## src/rtl/halfword_unpacker.sv

```systemverilog
module halfword_unpacker #(
  parameter int AW = 32
) (
  input  logic          clk,
  input  logic          rst_n,
  input  logic          fw_valid,
  output logic          fw_ready,
  input  logic [AW-3:0] fw_waddr,
  input  logic [31:0]   fw_data,
  input  logic          flush,
  input  logic          redir_half,
  output logic          dec_valid,
  input  logic          dec_ready,
  output logic [31:0]   dec_instr,
  output logic          dec_is32,
  output logic [AW-1:0] dec_pc
);

  logic [31:0]   w_data;
  logic [AW-3:0] w_addr;
  logic          lo_v, hi_v;
  logic          p_v;
  logic [15:0]   p_hw;
  logic [AW-2:0] p_hpc;
  logic          skip;

  logic          iss_v, take_lo, take_hi, park, fire;
  logic          lo_left, hi_left;

  wire [15:0] lo_h = w_data[15:0];
  wire [15:0] hi_h = w_data[31:16];

  function automatic logic opens_long(input logic [15:0] h);
    return (h[15:13] == 3'b111) && (h[12:11] != 2'b00);
  endfunction

  always_comb begin
    iss_v     = 1'b0;
    dec_instr = '0;
    dec_is32  = 1'b0;
    dec_pc    = '0;
    take_lo   = 1'b0;
    take_hi   = 1'b0;
    park      = 1'b0;
    if (p_v) begin
      if (lo_v) begin
        iss_v     = 1'b1;
        dec_instr = {p_hw, lo_h};
        dec_is32  = 1'b1;
        dec_pc    = {p_hpc, 1'b0};
        take_lo   = 1'b1;
      end
    end else if (lo_v) begin
      iss_v   = 1'b1;
      dec_pc  = {w_addr, 2'b00};
      take_lo = 1'b1;
      if (opens_long(lo_h)) begin
        dec_instr = {lo_h, hi_h};
        dec_is32  = 1'b1;
        take_hi   = 1'b1;
      end else begin
        dec_instr = {16'h0000, lo_h};
      end
    end else if (hi_v) begin
      if (opens_long(hi_h)) begin
        park = 1'b1;
      end else begin
        iss_v     = 1'b1;
        dec_instr = {16'h0000, hi_h};
        dec_pc    = {w_addr, 2'b10};
        take_hi   = 1'b1;
      end
    end
  end

  assign dec_valid = iss_v & ~flush;
  assign fire      = dec_valid & dec_ready;
  assign lo_left   = lo_v & ~(fire & take_lo);
  assign hi_left   = hi_v & ~((fire & take_hi) | park);
  assign fw_ready  = ~flush & ~lo_left & ~hi_left;

  always_ff @(posedge clk) begin
    if (!rst_n) begin
      w_data <= '0;
      w_addr <= '0;
      lo_v   <= 1'b0;
      hi_v   <= 1'b0;
      p_v    <= 1'b0;
      p_hw   <= '0;
      p_hpc  <= '0;
      skip   <= 1'b0;
    end else if (flush) begin
      lo_v <= 1'b0;
      hi_v <= 1'b0;
      p_v  <= 1'b0;
      skip <= redir_half;
    end else begin
      if (park) begin
        p_v   <= 1'b1;
        p_hw  <= hi_h;
        p_hpc <= {w_addr, 1'b1};
      end else if (fire && p_v) begin
        p_v <= 1'b0;
      end
      if (fw_valid && fw_ready) begin
        w_data <= fw_data;
        w_addr <= fw_waddr;
        lo_v   <= ~skip;
        hi_v   <= 1'b1;
        skip   <= 1'b0;
      end else begin
        lo_v <= lo_left;
        hi_v <= hi_left;
      end
    end
  end

endmodule


```

## config.mk

```make
export PLATFORM = sky130hd
export DESIGN_NAME = halfword_unpacker
export DESIGN_NICKNAME = d
export VERILOG_FILES = /design/src/rtl/halfword_unpacker.sv
export SDC_FILE = /design/constraint.sdc
export NUM_CORES = 1
export LEC_CHECK = 0
export BUFFER_PORTS_ARGS = -buffer_cell sky130_fd_sc_hd__buf_2
export CAP_MARGIN = 20
export CORE_MARGIN = 2
export CORE_UTILIZATION = 45
export DETAILED_ROUTE_END_ITERATION = 8
export PLACE_DENSITY = 0.72
export SYNTH_ARGS = -nofsm -noshare
export SYNTH_HDL_FRONTEND = slang
export SYNTH_SLANG_ARGS = --single-unit
export TNS_END_PERCENT = 5
```

## constraint.sdc

```tcl
create_clock -name clk -period 1.65 [get_ports clk]
set_input_delay 0.0825 -clock clk [delete_from_list [all_inputs] [get_ports clk]]
set_output_delay 0.0825 -clock clk [all_outputs]
set_load 0.01 [all_outputs]
```

==> flow_summary_export.csv, run 1 <==
group,metric,value,unit
status,status,"complete, but fails checks",
status,violations,"setup timing",
floorplanning,die_w,112,um
route,drc_errors,0,
clocking,root_buffer,"clkbuf_16",
sta,max_freq,0.488,GHz
clocking,numCtsBuffers,17,
pwr,power.leakage,3.16,nW
placed_design,globalplace.congestion,0.793,
floorplanning,die_h,112,um
worst_setup_path,worst_r2r_endpoint,"w_addr[20]",
route,first_iter_violations,292,
hold_path,hp-start,"rst_n",
placed_design,port_buffers,133,
route,met2_length,7.45,mm
sta,slew_viol_final,0,
sta,fin_ws,-398,ps
layout,drive_gt1_share,26.8,%
logic_synthesis,async_flop_share,0,%
route,drt-met1-wl,6.13,mm
logic_synthesis,synth_top_flop_cell,"dfxtp_1",
pwr,power,6.99,mW
logic_synthesis,synthesis.nets,665,
route,routed_via_density,5.21,
logic_synthesis,synth_warnings,0,
hold_path,hold_depth,3,
route,ant_nets,0,
layout,nFillCells,936,
run,cap_violations,0,
clocking,cts_sinks,113,
floorplanning,rows,39,
logic_synthesis,synth_common_cells,"nand2_1 (215), dfxtp_1 (113), mux2i_1 (63)",
global_routing,grt_max_degree,107,
logic_synthesis,synthTopCellsByArea,"dfxtp_1 (43%), nand2_1 (15%), mux2i_1 (12%)",
floorplanning,core,11400,sq um
global_routing,grt_pass1_vias,5026,
logic_synthesis,ys_seq_area_share,43.1,%
layout,n_antenna_cell,0,
worst_setup_path,criticalPathCategory,"reg -> out",
clocking,clk_latency,390,ps
logic_synthesis,synth_cell_types,36,
route,drt-wirelength-per-cell,15.2,um
route,wl_met3,684,um
worst_setup_path,r2r_setup_slack,-180,ps
global_routing,grt_pass1_wl,23.6,mm
route,top_layer_used,"met4",
hold_path,hold_end,"w_addr[3]",
route,drt_first_pass_iters,5,
clocking,clk_pin_slew_worst_paths,50,ps
global_routing,grt_util_all_layers,23.1,%
worst_setup_path,worstSetupStartpointType,"flop",
worst_setup_path,end_kind,"output port",
sta,rsz0062_at_grt,"true",
route,wl,14.5,mm
hold_path,hold_class,"in -> reg",
logic_synthesis,syn-instance-count,597,
floorplanning,start_util,45.9,%
worst_setup_path,cp_data_required_time,1570,ps
logic_synthesis,synth_top_cell_by_area,"dfxtp_1",
worst_setup_path,r2r_start,"w_data[28]",
pwr,power_density,943,nW/um^2
pwr,max-vdd-ir-drop,0.638,mV
worst_setup_path,rr_worst_depth,7,
global_routing,grt_remaining_overflow,0,
sta,finClkSkew,8.98,ps
logic_synthesis,syn_avg_cell_area,8.79,sq um
placed_design,dp_hpwl,8.98,mm
floorplanning,io_pins,135,
worst_setup_path,cp_data_arrival_time,1970,ps
logic_synthesis,yosys.area.top_type_share,43.1,%
sta,hold_violations,0,
clocking,clk_path_buf_depth,2,
logic_synthesis,netlist_area,5250,sq um
global_routing,antenna_found_initial,0,
sta,period_needed,2050,ps
logic_synthesis,synth-seq-cells,113,
sta,hold_slack,17.0,ps
clocking,h-tree-depth,4,
worst_setup_path,worst-path-max-fanout,4,
logic_synthesis,synth_edf_count,0,
layout,nNetsFinal,865,
sta,period_share,124,%
clocking,cts_tree,"built",
logic_synthesis,yosys.cell_count.top_type,"nand2_1",
route,route.vias.total,4949,
sta,final-setup-viol-count,170,
floorplanning,die_area,12500,sq um
layout,syn_to_final_growth,41.3,%
-- critical path, stage by stage (launching register included) --
cell	delay, ps
dfxtp_2	330
o2111ai_4	240
buf_6	140
mux2i_4	220
or2b_1	280
a311oi_2	200
buf_2	170
-- timing repair --
action | CTS | global route
endpoints found under the hold margin | 63 | 0
gates resized for setup | 13 | 11
setup endpoints to repair | 174 | 176
hold buffers | 63 | 0
setup buffers | 1 | 0
pin swaps | 15 | 2
-- registers in the layout (all words and copies together), names as in the netlist --
register	cells
w_data	32
skip	1
p_hw	16
lo_v	1
p_hpc	31
p_v	1
w_addr	30
hi_v	1
-- layout make-up --
type / instances / area (sq um) / share of cell area [%]
multi-input cells: 427 / 2670 / 36.0
flip-flops and latches: 113 / 2270 / 30.6
repair buffers: 232 / 1710 / 23.1
clock buffers: 23 / 478 / 6.45
well taps: 143 / 179 / 2.41
clock inverters: 6 / 82.6 / 1.11
inverters: 6 / 22.5 / 0.304
-- layout by cell type, fill, tap and decap left out, types with 2 or more instances in the layout --
cell           instances
mux2i_1               62
clkbuf_1               3
a21oi_1                5
buf_12                 9
a21boi_0              37
dfxtp_2                6
o21ai_1                2
dlygate4sd3_1         63
a21boi_1              10
clkbuf_8               3
dfxtp_1              107
nor2_1                 5
buf_2                130
clkbuf_16             17
a22o_1                56
nor2_2                 2
or2b_1                 2
buf_4                 24
a32o_1                 4
nand2_1              215
buf_6                  5
clkinv_2               3
nand3_1                4
bufinv_16              2
inv_1                  6
nor2b_1                2
-- where the power goes --
group	switching [mW]	total (mW)	internal, mW
registers	0.0686	2.89	2.82
clock network	1.16	3.47	2.31
logic	0.289	0.634	0.345
-- worst max path at each step --
stage | slack, ps | startpoint | cells past startpoint | to
finish | -400 | w_data[28] | 6 | fw_ready
global route | -480 | w_data[28] | 6 | fw_ready
CTS | -390 | w_data[28] | 6 | fw_ready
detailed placement | -100 | w_data[27] | 6 | w_data[14]
global placement | -40 | p_v | 5 | w_data[10]
floorplan | -1 | p_v | 6 | w_addr[10]
-- stage by stage --
step                      area (sq um)  setup slack, ps  util (%)  instances  setup TNS [ps]
after floorplan                   5260            -1.16         -        597           -58.0
after global placement            6150            -36.0      53.8        857           -2200
after detailed placement          6150             -103      53.8        857           -6790
after CTS                         7370             -385      64.6        950          -25710
after global routing              7410             -478      64.9        950          -40740
final                             7410             -398      64.9        950          -27020
-- kinds of logic (layout without fill, tap and decap cells) --
family,Yosys count,count (layout),synth area share [%]
and+or+nand+nor,239,239,18.2
AOI/OAI and AO/OA,124,124,19.7
DFF,113,113,43.1
muxes,63,63,12.0
buffers and inverters,57,267,6.89
other,1,1,0.0715
-- layer usage --
layer	up-vias	GRT usage [%]
li1	2430	-
met1	2352	27.6
met2	153	41.3
met3	14	4.90
met4	0	7.89
met5	-	0
Power figures use the tool's default switching activity.
==> run 2, diff against run 1 <==
--- a/config.mk
+++ b/config.mk
@@ -10,7 +10,7 @@
 export CORE_MARGIN = 2
 export CORE_UTILIZATION = 45
 export DETAILED_ROUTE_END_ITERATION = 8
-export PLACE_DENSITY = 0.72
+export PLACE_DENSITY = 0.7
 export SYNTH_ARGS = -nofsm -noshare
 export SYNTH_HDL_FRONTEND = slang
 export SYNTH_SLANG_ARGS = --single-unit
==> constraint.sdc (replaced) <==
create_clock -name clk -period 2.4 [get_ports clk]
set_input_delay 0.12 -clock clk [delete_from_list [all_inputs] [get_ports clk]]
set_output_delay 0.12 -clock clk [all_outputs]
set_load 0.01 [all_outputs]
==> run 2 against run 1 <==
Against the previous run:
- the flow now finishes without violations
- clock power shrank 30%
- cell area shrank 4.0%
- cell count shrank 2.2%
- clock skew grew 4.5 ps
- non-clock buffer count shrank 24
- critical path type unchanged
==> flow_summary_export.csv, run 2 (synthesized netlist as in run 1, its figures left out) <==
group,metric,value,unit
status,status,"complete, no violations",
placed_design,port_buffers,133,
route,ant_nets,0,
worst_setup_path,worstSetupStartpointType,"flop",
layout,largest_register,"w_data",
worst_setup_path,worst-path-max-fanout,16,
worst_setup_path,end_kind,"output port",
layout,nNetsFinal,841,
worst_setup_path,slowest_delay,420,ps
route,drc_errors,0,
floorplanning,die_area,12500,sq um
worst_setup_path,cp_slowest_cell,"dfxtp_2",
floorplanning,die_h,112,um
route,drt_first_pass_iters,5,
clocking,root_buffer,"clkbuf_16",
sta,slew_viol_final,0,
global_routing,antenna_found_initial,0,
layout,final_common_cell,"nand2_1",
global_routing,grtUsageMet3,6.64,%
sta,tightest_slew,526,ps
floorplanning,io_pins,135,
pwr,power_density,674,nW/um^2
sta,finClkSkew,13.5,ps
clocking,post_cts_buffers,0,
pwr,combPwrFrac,8.2,%
sta,relSlewSlack,64.6,%
route,wl,13.6,mm
placed_design,dp_hpwl,8.30,mm
pwr,swShare,21.7,%
placed_design,globalplace.congestion,0.791,
layout,syn_to_final_growth,35.6,%
global_routing,grt_use_met2,38.3,%
sta,period_needed,2280,ps
pwr,seqPwrFrac,41.4,%
worst_setup_path,crit_path_cell_trace,"or3b_1 > mux2i_1 > or2b_1 > a311oi_1 > buf_2",
global_routing,grt_remaining_overflow,0,
global_routing,grt_max_degree,89,
floorplanning,die_w,112,um
clocking,cts_tree,"built",
route,routed_via_density,5.13,
sta,period_share,95.1,%
global_routing,grt_pass1_wl,22.2,mm
clocking,numCtsBuffers,17,
worst_setup_path,criticalPathCategory,"reg -> out",
sta,fin_setup_tns,0,ps
clocking,h-tree-depth,4,
global_routing,gr-usage-met1,25.9,%
layout,final_cell_mix,"nand2_1 (215), buf_2 (132), dfxtp_1 (112)",
clocking,clk_path_buf_depth,2,
pwr,p_int,3.76,mW
sta,rsz0062_at_grt,"false",
hold_path,hold_class,"in -> reg",
layout,n_antenna_cell,0,
route,first_iter_violations,341,
pwr,p_switching,1.04,mW
layout,top_regs,"w_data: 32 flops, p_hpc: 31 flops, w_addr: 30 flops",
layout,drive_gt1_share,23.0,%
floorplanning,start_util,45.9,%
pwr,power.leakage,3.03,nW
global_routing,busiest_layer,"met2",
global_routing,grt_util_all_layers,22.0,%
worst_setup_path,crit_family,"simple AND/OR/NAND/NOR gates",
worst_setup_path,cp_data_required_time,2280,ps
sta,max_freq,0.438,GHz
worst_setup_path,cp_num_buf_inv,1,
worst_setup_path,cp_data_arrival_time,2160,ps
route,drt-wirelength-per-cell,14.7,um
clocking,clk_latency,410,ps
pwr,max-vdd-ir-drop,0.580,mV
layout,largest_register_ffs,32,
sta,hold_slack,71.6,ps
pwr,power,4.80,mW
floorplanning,rows,39,
run,cap_violations,0,
clocking,cts_sinks,113,
global_routing,grt_pass1_vias,4692,
sta,final-setup-viol-count,0,
pwr,power_frac_clock,50.4,%
route,route.vias.total,4764,
floorplanning,core,11400,sq um
sta,hold_violations,0,
clocking,clk_pin_slew_worst_paths,50,ps
run 2: cell count changes in the layout (fill, tap and decap cells not counted), moves of 4 or more:
cell and delta:
buf_12 -5, clkbuf_8 +4, buf_4 -15, dfxtp_2 -5
buf_6 -5, dfxtp_1 +5
run 2: through the flow:
stage               util, %  std cells  cell area (sq um)  setup slack (ps)
CTS                    62.3        929               7110               104
detailed placement     51.7        834               5900               400
floorplan                 -        597               5250               690
finish                 62.3        929               7110               118
global placement       51.7        834               5900               507
global route           62.3        929               7110              8.78
run 2: metal layers:
metal  part of all wire (%)  vias to the layer above  routed length, um
li1                       -                     2387                  -
met1                     44                     2236               6000
met2                     50                      128               6810
met3                    4.7                       13                640
met4                    1.2                        0                160
met5                      0                        -                  0
run 2: worst min-delay path, cell delays in order:
cell     delay, ps
buf_2          160
nand3_1         80
o21ai_1         60
run 2: area by class of cell:
| type | instances | area [sq um] |
|---|---|---|
| fill | 959 | 4300 |
| multi-input combinational | 427 | 2630 |
| sequential | 113 | 2260 |
| timing repair buffer | 208 | 1440 |
| clock buffer | 28 | 537 |
| tap | 143 | 179 |
| clock inverter | 4 | 45.0 |
| inverter | 6 | 22.5 |
run 2: power groups by stage:
stage	combinational, mW	clock (mW)	sequential (mW)
finish	0.395	2.42	1.99
floorplan	0.232	0	2.01
global route	0.431	2.58	1.99
detailed placement	0.316	0	2.02
CTS	0.394	2.47	1.98
global placement	0.307	0	2.02
run 2: final timing paths:
check / from / end / slack (ps) / cells after the start
worst max-delay path: p_v / fw_ready / 120 / 5
worst min-delay path: flush / skip / 70 / 3
worst max register to register: w_data[28] / p_hpc[23] / 460 / 5
worst min register to register: p_hw[15] / p_hw[15] / 450 / 2
run 2: timing repair:
| item | in CTS | in global routing |
|---|---|---|
| endpoints found under the hold margin | 63 | 0 |
| hold buffers | 63 | 0 |
| gates resized for setup | 1 | 1 |
| setup endpoints to repair | 1 | 1 |
